$ cat config.mk
export PLATFORM = sky130hd
export DESIGN_NAME = sd_spi_init
export DESIGN_NICKNAME = d
export VERILOG_FILES = /design/src/rtl/sd_init_pkg.sv /design/src/rtl/sd_cmd_frame.sv /design/src/rtl/sd_attempt_ctr.sv /design/src/rtl/sd_spi_init.sv
export SDC_FILE = /design/constraint.sdc
export NUM_CORES = 1
export LEC_CHECK = 0
export BUFFER_PORTS_ARGS = -buffer_cell sky130_fd_sc_hd__buf_2
export CELL_PAD_IN_SITES_DETAIL_PLACEMENT = 1
export CELL_PAD_IN_SITES_GLOBAL_PLACEMENT = 2
export CORE_ASPECT_RATIO = 1.4
export CORE_MARGIN = 2
export CORE_UTILIZATION = 38
export DETAILED_ROUTE_END_ITERATION = 8
export PLACE_DENSITY = 0.95
export SYNTH_ARGS = -nofsm -noshare
export SYNTH_HDL_FRONTEND = slang
export SYNTH_HIERARCHICAL = 1
export SYNTH_SLANG_ARGS = --single-unit
$ cat constraint.sdc
create_clock -name clk -period 4 [get_ports clk]
set_clock_uncertainty 0.15 [all_clocks]
set_input_delay 0.4 -clock clk [delete_from_list [all_inputs] [get_ports clk]]
set_output_delay 0.4 -clock clk [all_outputs]
set_load 0.02 [all_outputs]
$ cat src/rtl/sd_init_pkg.sv
package sd_init_pkg;

    typedef enum logic [2:0] {
        CMD_GO_IDLE,
        CMD_IF_COND,
        CMD_APP,
        CMD_OP_COND,
        CMD_READ_OCR
    } sd_cmd_e;

    typedef enum logic [2:0] {
        S_IDLE,
        S_WAKE,
        S_FRAME,
        S_POLL,
        S_TAIL_RESP,
        S_RELEASE,
        S_DONE,
        S_FAIL
    } seq_state_e;

endpackage

$ cat src/rtl/sd_cmd_frame.sv
module sd_cmd_frame
    import sd_init_pkg::*;
(
    input  sd_cmd_e      cmd,
    input  logic [2:0]   pos,
    output logic [7:0]   frame_byte
);

    logic [5:0]  index;
    logic [31:0] arg;
    logic [7:0]  crc;

    always_comb begin
        case (cmd)
            CMD_GO_IDLE:  begin index = 6'd0;  arg = 32'h0000_0000; crc = 8'h95; end
            CMD_IF_COND:  begin index = 6'd8;  arg = 32'h0000_01AA; crc = 8'h87; end
            CMD_APP:      begin index = 6'd55; arg = 32'h0000_0000; crc = 8'h01; end
            CMD_OP_COND:  begin index = 6'd41; arg = 32'h4000_0000; crc = 8'h01; end
            CMD_READ_OCR: begin index = 6'd58; arg = 32'h0000_0000; crc = 8'h01; end
            default:      begin index = 6'd0;  arg = 32'h0000_0000; crc = 8'h01; end
        endcase
    end

    always_comb begin
        case (pos)
            3'd0:    frame_byte = {2'b01, index};
            3'd1:    frame_byte = arg[31:24];
            3'd2:    frame_byte = arg[23:16];
            3'd3:    frame_byte = arg[15:8];
            3'd4:    frame_byte = arg[7:0];
            default: frame_byte = crc;
        endcase
    end

endmodule

$ cat src/rtl/sd_attempt_ctr.sv
module sd_attempt_ctr #(
    parameter int ATTEMPTS = 90
) (
    input  logic clk,
    input  logic rst_n,
    input  logic load,
    input  logic consume,
    output logic last
);

    localparam int AW = $clog2(ATTEMPTS + 1);
    localparam logic [AW-1:0] FULL = AW'(ATTEMPTS);

    logic [AW-1:0] left_q;

    always_ff @(posedge clk or negedge rst_n) begin
        if (!rst_n) begin
            left_q <= '0;
        end else if (load) begin
            left_q <= FULL;
        end else if (consume && left_q != '0) begin
            left_q <= left_q - AW'(1);
        end
    end

    assign last = (left_q == AW'(1));

endmodule

$ cat src/rtl/sd_spi_init.sv
module sd_spi_init
    import sd_init_pkg::*;
#(
    parameter int ATTEMPTS   = 90,
    parameter int WAKE_BYTES = 10,
    parameter int POLL_LIMIT = 8
) (
    input  logic       clk,
    input  logic       rst_n,
    input  logic       start,
    output logic       cs_n,
    output logic       xfer_start,
    output logic [7:0] xfer_tx,
    input  logic       xfer_done,
    input  logic [7:0] xfer_rx,
    output logic       done,
    output logic       error,
    output logic [7:0] card_type
);

    localparam int FRAME_LEN = 6;
    localparam int TAIL_LEN  = 4;
    localparam int BIG_A     = (WAKE_BYTES > POLL_LIMIT) ? WAKE_BYTES : POLL_LIMIT;
    localparam int CNT_MAX   = (BIG_A > FRAME_LEN) ? BIG_A : FRAME_LEN;
    localparam int CW        = $clog2(CNT_MAX + 1);
    localparam logic [CW-1:0] WAKE_LAST  = CW'(WAKE_BYTES - 1);
    localparam logic [CW-1:0] FRAME_LAST = CW'(FRAME_LEN - 1);
    localparam logic [CW-1:0] POLL_LAST  = CW'(POLL_LIMIT - 1);
    localparam logic [CW-1:0] TAIL_LAST  = CW'(TAIL_LEN - 1);

    seq_state_e    state_q, state_d;
    sd_cmd_e       cmd_q, cmd_d;
    logic [CW-1:0] cnt_q, cnt_d;
    logic          wait_q, wait_d;
    logic [7:0]    r1_q, r1_d;
    logic [7:0]    type_q, type_d;
    logic          att_load, att_use, att_last;
    logic          byte_ok, byte_state;
    logic [7:0]    frame_byte;

    sd_cmd_frame u_frame (
        .cmd        (cmd_q),
        .pos        (cnt_q[2:0]),
        .frame_byte (frame_byte)
    );

    sd_attempt_ctr #(.ATTEMPTS(ATTEMPTS)) u_budget (
        .clk     (clk),
        .rst_n   (rst_n),
        .load    (att_load),
        .consume (att_use),
        .last    (att_last)
    );

    assign byte_state = (state_q == S_WAKE) || (state_q == S_FRAME) || (state_q == S_POLL) ||
                        (state_q == S_TAIL_RESP) || (state_q == S_RELEASE);
    assign byte_ok    = wait_q && xfer_done;

    // next-state and datapath decisions
    always_comb begin
        state_d  = state_q;
        cmd_d    = cmd_q;
        cnt_d    = cnt_q;
        r1_d     = r1_q;
        type_d   = type_q;
        att_load = 1'b0;
        att_use  = 1'b0;
        wait_d   = byte_state ? (wait_q ? !xfer_done : 1'b1) : 1'b0;
        unique case (state_q)
            S_IDLE, S_DONE, S_FAIL: begin
                if (start) begin
                    att_load = 1'b1;
                    state_d  = S_WAKE;
                    cnt_d    = '0;
                    type_d   = 8'h00;
                end
            end
            S_WAKE: begin
                if (byte_ok) begin
                    if (cnt_q == WAKE_LAST) begin
                        state_d = S_FRAME;
                        cmd_d   = CMD_GO_IDLE;
                        cnt_d   = '0;
                    end else begin
                        cnt_d = cnt_q + CW'(1);
                    end
                end
            end
            S_FRAME: begin
                if (byte_ok) begin
                    if (cnt_q == FRAME_LAST) begin
                        state_d = S_POLL;
                        cnt_d   = '0;
                    end else begin
                        cnt_d = cnt_q + CW'(1);
                    end
                end
            end
            S_POLL: begin
                if (byte_ok) begin
                    if (!xfer_rx[7]) begin
                        r1_d    = xfer_rx;
                        cnt_d   = '0;
                        state_d = (cmd_q == CMD_IF_COND || cmd_q == CMD_READ_OCR) ? S_TAIL_RESP : S_RELEASE;
                    end else if (cnt_q == POLL_LAST) begin
                        r1_d    = 8'hFF;
                        cnt_d   = '0;
                        state_d = S_RELEASE;
                    end else begin
                        cnt_d = cnt_q + CW'(1);
                    end
                end
            end
            S_TAIL_RESP: begin
                if (byte_ok) begin
                    if (cnt_q == '0 && cmd_q == CMD_READ_OCR) type_d = xfer_rx;
                    if (cnt_q == TAIL_LAST) begin
                        state_d = S_RELEASE;
                        cnt_d   = '0;
                    end else begin
                        cnt_d = cnt_q + CW'(1);
                    end
                end
            end
            S_RELEASE: begin
                if (byte_ok) begin
                    cnt_d = '0;
                    case (cmd_q)
                        CMD_GO_IDLE: begin
                            if (r1_q == 8'h01) begin
                                cmd_d   = CMD_IF_COND;
                                state_d = S_FRAME;
                            end else if (att_last) begin
                                state_d = S_FAIL;
                            end else begin
                                att_use = 1'b1;
                                state_d = S_WAKE;
                            end
                        end
                        CMD_IF_COND: begin
                            cmd_d   = CMD_APP;
                            state_d = S_FRAME;
                        end
                        CMD_APP: begin
                            cmd_d   = CMD_OP_COND;
                            state_d = S_FRAME;
                        end
                        CMD_OP_COND: begin
                            if (r1_q == 8'h00) begin
                                cmd_d   = CMD_READ_OCR;
                                state_d = S_FRAME;
                            end else if (att_last) begin
                                state_d = S_FAIL;
                            end else begin
                                att_use = 1'b1;
                                cmd_d   = CMD_APP;
                                state_d = S_FRAME;
                            end
                        end
                        default: state_d = S_DONE;
                    endcase
                end
            end
            default: state_d = S_IDLE;
        endcase
    end

    // state register
    always_ff @(posedge clk or negedge rst_n) begin
        if (!rst_n) begin
            state_q <= S_IDLE;
            cmd_q   <= CMD_GO_IDLE;
            cnt_q   <= '0;
            wait_q  <= 1'b0;
            r1_q    <= 8'hFF;
            type_q  <= 8'h00;
        end else begin
            state_q <= state_d;
            cmd_q   <= cmd_d;
            cnt_q   <= cnt_d;
            wait_q  <= wait_d;
            r1_q    <= r1_d;
            type_q  <= type_d;
        end
    end

    // outputs
    always_comb begin
        cs_n       = !((state_q == S_FRAME) || (state_q == S_POLL) || (state_q == S_TAIL_RESP));
        xfer_start = byte_state && !wait_q;
        xfer_tx    = (state_q == S_FRAME) ? frame_byte : 8'hFF;
        done       = (state_q == S_DONE);
        error      = (state_q == S_FAIL);
        card_type  = type_q;
    end

endmodule

== After elaboration in Yosys (flattened, before gate mapping) ==
Index checks and enable logic that the tools add are counted.
Storage, ports and cells
  register bits after elaboration: 34
  input bits: 12
  output and inout port bits: 20
  word-level logic and storage cells: 136
Cells by class
  add/sub/neg operators: 2
  eq/ne operators: 36
  mux-type cells: 61
  reductions and logical operators: 30
Operator list (number)
  2-to-1 mux 3 bit: 21
  one-hot mux 31 bit (2 select lines): 1
  2-to-1 mux 8 bit: 6
  2-to-1 mux 4 bit: 11
  one-hot mux 8 bit (5 select lines): 1
  one-hot mux 8 bit (2 select lines): 2
  one-hot mux 4 bit (6 select lines): 1
  one-hot mux 6 bit (4 select lines): 1
  equality test 3 x 2 -> 1 bit (second input constant): 6
  equality test 3 bit (second input constant): 6
  one-hot mux 3 bit (6 select lines): 1
  2-to-1 mux 7 bit: 2
  != test 2 bit (second input constant): 6
  one-hot mux 3 bit (4 select lines): 1
  2-to-1 mux 1 bit: 10
  != test 2 x 1 -> 1 bit (second input constant): 5
  AND reduction 10 bit: 1
  equality test 3 x 1 -> 1 bit (second input constant): 3
  logical NOT 3 bit: 3
  one-hot mux 3 bit (3 select lines): 1
  equality test 4 x 3 -> 1 bit (second input constant): 2
  equality test 8 x 1 -> 1 bit (second input constant): 1
  logical NOT 8 bit: 1
  equality test 7 x 1 -> 1 bit (second input constant): 1
  22 further kinds: 35

== Depth between registers and ports, before layout ==
  depth after elaboration: 9
  depth in mapped cells: 9
  depth with buffers taken out: 9

== By module ==
The synthesis kept the hierarchy.
Modules (own cells, without submodules)
  sd_spi_init: instances 1, cells each 180, area an instance 1711.6 um^2, sequential area each 685.7 um^2
  sd_attempt_ctr: instances 1, cells each 43, area an instance 407.9 um^2, sequential area each 175.2 um^2
  sd_cmd_frame: instances 1, cells each 35, area an instance 225.2 um^2, sequential area each 0.0 um^2

== Worst setup path after synthesis ==
OpenSTA, ideal clock, no wires.
  path kind: flip-flop to flip-flop
  start point: reg cmd_q[0]
  end point: reg u_budget.left_q[5]
  library setup time: 0.078 ns
  arrival: 2.265 ns
  required time: 3.772 ns
  path slack: 1.508 ns
  stages on the path, launching flop included: 10
  buffers on the path: 1
  period minus slack after synthesis: 2.492 ns
  cell sequence: dfrtp_1 buf_2 nor2_1 o21ai_0 o21ai_1 nand2_1 nor3_1 or4b_4 a2111o_1 a21oi_1
Between the ends
  word-level cells in the longest chain between the ends: 6
  elaborated cells on any way between the ends: 7
  classes of those cells: eq/ne (1); mux (3); reduce/logical (3)
RTL lines
  start: declaration: RTL line sd_spi_init.sv:32  | sd_cmd_e cmd_q, cmd_d;
  start signal: assignment: RTL line sd_spi_init.sv:179  | cmd_q <= cmd_d;
  equality test 3 x 2 -> 1 bit or logical NOT 3 bit (tied branches): RTL line sd_spi_init.sv:128  | case (cmd_q)
  one-hot mux 1 bit (2 select lines) (*): RTL line sd_spi_init.sv:128
  2-to-1 mux 1 bit (*): RTL line sd_spi_init.sv:126  | if (byte_ok) begin
  2-to-1 mux 1 bit (*): RTL line sd_spi_init.sv:69  | unique case (state_q)
  net att_use: RTL line sd_spi_init.sv:37  | logic att_load, att_use, att_last;
  logical AND 1 bit (*): RTL line sd_attempt_ctr.sv:21  | end else if (consume && left_q != '0) begin
  nonzero test 2 bit (no source line) (*)
  end signal: assignment: RTL line sd_attempt_ctr.sv:22  | left_q <= left_q - AW'(1);
  end: declaration: RTL line sd_attempt_ctr.sv:14  | logic [AW-1:0] left_q;
Mark *: on every way through the listed nets, which the timed path passes. The rest lies on a longest branch.
A chain may end at the register's enable or synchronous reset.

== Worst setup path after layout ==
  start point: reg state_q[0]
  end point: reg u_budget.left_q[5]
Between the ends
  word-level cells in the longest chain between the ends: 4
  elaborated cells on any way between the ends: 10
  classes of those cells: eq/ne (3); mux (3); reduce/logical (4)
RTL lines
  start: declaration: RTL line sd_spi_init.sv:31  | seq_state_e state_q, state_d;
  start signal: assignment: RTL line sd_spi_init.sv:178  | state_q <= state_d;
  equality test 3 bit: RTL line sd_spi_init.sv:69
  2-to-1 mux 1 bit: RTL line sd_spi_init.sv:69
  net att_use: RTL line sd_spi_init.sv:37
  logical AND 1 bit: RTL line sd_attempt_ctr.sv:21
  nonzero test 2 bit (no source line)
The timed path passes the listed nets, and every way through them passes these cells.

==> impl_results.md <==
* R2R depth at 7
* Die area at 6820 um2
* CTS clock-pin slew for the worst setup and hold paths at 0.08 ns
* Final Hold Vio Count at 0
* Fraction of synthesized area in multiplexers at 7.15%
* WP data arrival at 2.89 ns
* Nets@finish at 301
* CP Data Required Time at 4.07 ns
* Syn nets at 275
* Ys Warns at 6
* Post-synthesis register bit count at 34
* Area grow syn2layout at 10.9%
* Final setup fails at 0
* Synthesized area at 2340 um2
* Setup TNS at 0 ns
* Vias in the first global route at 2002
* Slew Viols, Final at 0
* Drt total wl at 5.80 mm
* Post-DR vias/cell at 5.69
* HPWL Detailed at 4.29 mm
* Total CTS buffers at 5
* Largest net degree at the start of global routing at 35
* Synth Instances at 258
* Crit path time final at 2.82 ns
* Yosys cell types at 69
* CTS Root Cell: clkbuf_8
* Synth area leader: dfrtp_1
* Core area at 5900 um2
* Vias at 2021
* Run status: finished clean
* Hold bufs inserted after CTS at 0
* RSZ-0062 raised after global routing: false
* Chip width at 70.4 um
* Crit path launch type: flop
* Setup Crit Path Kind: reg -> reg
* Crit path max fanout at 14
* Post-CTS Setup Bufs at 0
* Leakage at 1.01 nW
* Seq/Total Area, Yosys at 36.7%
* # port buffers at 31
* Ys async rst share at 100%
* Top cell type's share of synthesized area at 27.7%
* Tot Pwr at 1.75 mW
* Worst-margin pin slew at 1.12 ns
* # DRC at 0
* First-pass GRT wire length at 9.66 mm
* Effective utilization at floorplan at 39.7%
* Clock Sinks at 34
* Largest family of logic cells by synthesized area: simple AND/OR/NAND/NOR gates
* Total I/O pin count at 32
* Total GRT Usage at 17.6%
* Global route total overflow at 0
* Max Clk Rate at 355 MHz
* H-Tree Depth at 2
* EDFF count, synth at 0
* Synth Flop Type: dfrtp_1
* Antenna diodes at 0
* Die Ht at 96.9 um
* Synth Area in Simple Gates at 28.6%
* Std-Cell Rows at 33
* Max Root-Sink Buffers at 2
* Post-cts gate resize count at 0
* CTS tree: yes
* Layout cells sized above 1 at 24.2%
* GP Congestion at 0.827
* Reg2Reg Setup Slack at 1.18 ns
* Origin of the critical flop-to-flop path: state_q[0]
* Clk_lat worst skew at 0.30 ns
* Synth Area in XOR/XNOR at 0.374%
* Maxcap violations at 0
* Complex-gate fraction of the synthesized area at 18.4%
* Crit share post-route at 70.5%
* Syn avg cell area at 9.09 um2
* Synth Area in Adders at 2.67%
* Routed WL per cell at 16.3 um
* Initial DRC count at 59
* Initial antenna violation count at 0
* Hold Crit Class: in -> async
* Slew headroom at 25.1%
* Final antenna-violating net count at 0
* Initial DRT Pass Iterations at 4
* Critical Path End Type: flop
* R2r endpoint: u_budget/left_q[5]
* Pwr dens at 673 nW/um2
* Top area cells in the synthesized netlist: dfrtp_1 28%, dfstp_2 9.0%, nand2_1 4.3%
* Peak VDD IR at 313 uV
## Yosys cell counts (3+ instances only)
| library cell | instances |
|---|---|
| nand2_1 | 27 |
| dfrtp_1 | 26 |
| nor2_1 | 20 |
| inv_1 | 18 |
| mux2i_1 | 10 |
| o21ai_0 | 10 |
| nand2b_1 | 9 |
| a21oi_1 | 8 |
| dfstp_2 | 8 |
| nand3_1 | 7 |
| nor3_1 | 7 |
| o22a_1 | 7 |
| ha_1 | 5 |
| nand3b_1 | 5 |
| nor2b_1 | 5 |
| buf_2 | 4 |
| mux2_2 | 4 |
| and2_1 | 3 |
| and3_1 | 3 |
| buf_4 | 3 |
| nor3b_1 | 3 |
| nor4_1 | 3 |
| o21ai_1 | 3 |
| or2_2 | 3 |
| or3_1 | 3 |
| or4_1 | 3 |
## layer usage
layer	routed length (um)	share of wire, %	vias up	global-route usage, %
met5	0	0	-	0
met4	100	1.7	0	5.62
met3	170	2.9	8	3.23
met2	3010	52	36	31.1
met1	2520	43	990	21.4
li1	-	-	987	-
## per-stage QoR
step | area, um2 | utilization (%) | hold slack (ns) | setup WS [ns] | instances
final | 2600 | 44.1 | 0.0184 | 1.18 | 355
after detailed placement | 2510 | 42.5 | 0.358 | 1.23 | 347
after CTS | 2600 | 44.1 | 0.0628 | 1.19 | 355
after global placement | 2510 | 42.5 | 0.352 | 1.31 | 347
after floorplan | 2340 | - | -0.0456 | 1.51 | 258
after global routing | 2600 | 44.1 | 0.0656 | 0.940 | 355
## where the power goes
group	switching, mW	internal [mW]
registers	0.204	0.484
logic	0.459	0.341
clock network	0.140	0.122
total	0.803	0.947
## layout by cell type, fill, tap and decap left out, drive strengths merged, types with 7 or more instances in the layout
cell type	Yosys	final
dfstp	8	8
buf	10	31
o21ai	14	14
o22a	7	7
nand2b	9	9
mux2i	11	11
inv	18	18
nand3	7	7
a21oi	8	8
nor2	20	20
nand2	27	27
nor3	7	7
dfrtp	26	26
## worst max-delay path by stage
| stage | to | depth (start not counted) | from |
|---|---|---|---|
| 3_5_place_dp | u_budget/left_q[5] | 8 | cmd_q[0] |
| 6_report | u_budget/left_q[5] | 7 | state_q[0] |
| 3_3_place_gp | u_budget/left_q[5] | 7 | state_q[2] |
| 4_1_cts | u_budget/left_q[5] | 7 | state_q[2] |
| 5_1_grt | xfer_tx[1] | 3 | state_q[1] |
| 2_1_floorplan | u_budget/left_q[5] | 9 | cmd_q[0] |
## registers in the layout, indices dropped and copies added, names as in the netlist
signal	count
cmd_q	3
r1_q	8
state_q	3
card_type	8
wait_q	1
cnt_q	4
u_budget/left_q	7
## cells by family after synthesis
group                    count (synthesis)
AND/OR/NAND/NOR                        117
AO/OA/AOI/OAI                           56
flip-flops                              34
buffers and inverters                   30
multiplexers                            15
adder cells (fa/ha/maj)                  5
XOR/XNOR                                 1
## layout make-up
| type | count | area (um2) |
|---|---|---|
| multi-input combinational | 194 | 1340 |
| clock buffer | 5 | 68.8 |
| clock inverter | 3 | 21.3 |
| timing repair buffer | 31 | 155 |
| sequential | 34 | 861 |
| fill | 713 | 3300 |
| inverter | 18 | 67.6 |
| tap | 70 | 87.6 |
## worst max-delay path, stage by stage, from the launching register on
cell	delay [ns]
dfrtp_1	0.66
nand3b_1	0.27
nor2_1	0.26
nand2_1	0.08
nor3_1	0.27
or4b_4	0.53
a2111o_1	0.40
a21oi_1	0.12
No activity file was read; power rests on OpenSTA's default activity.
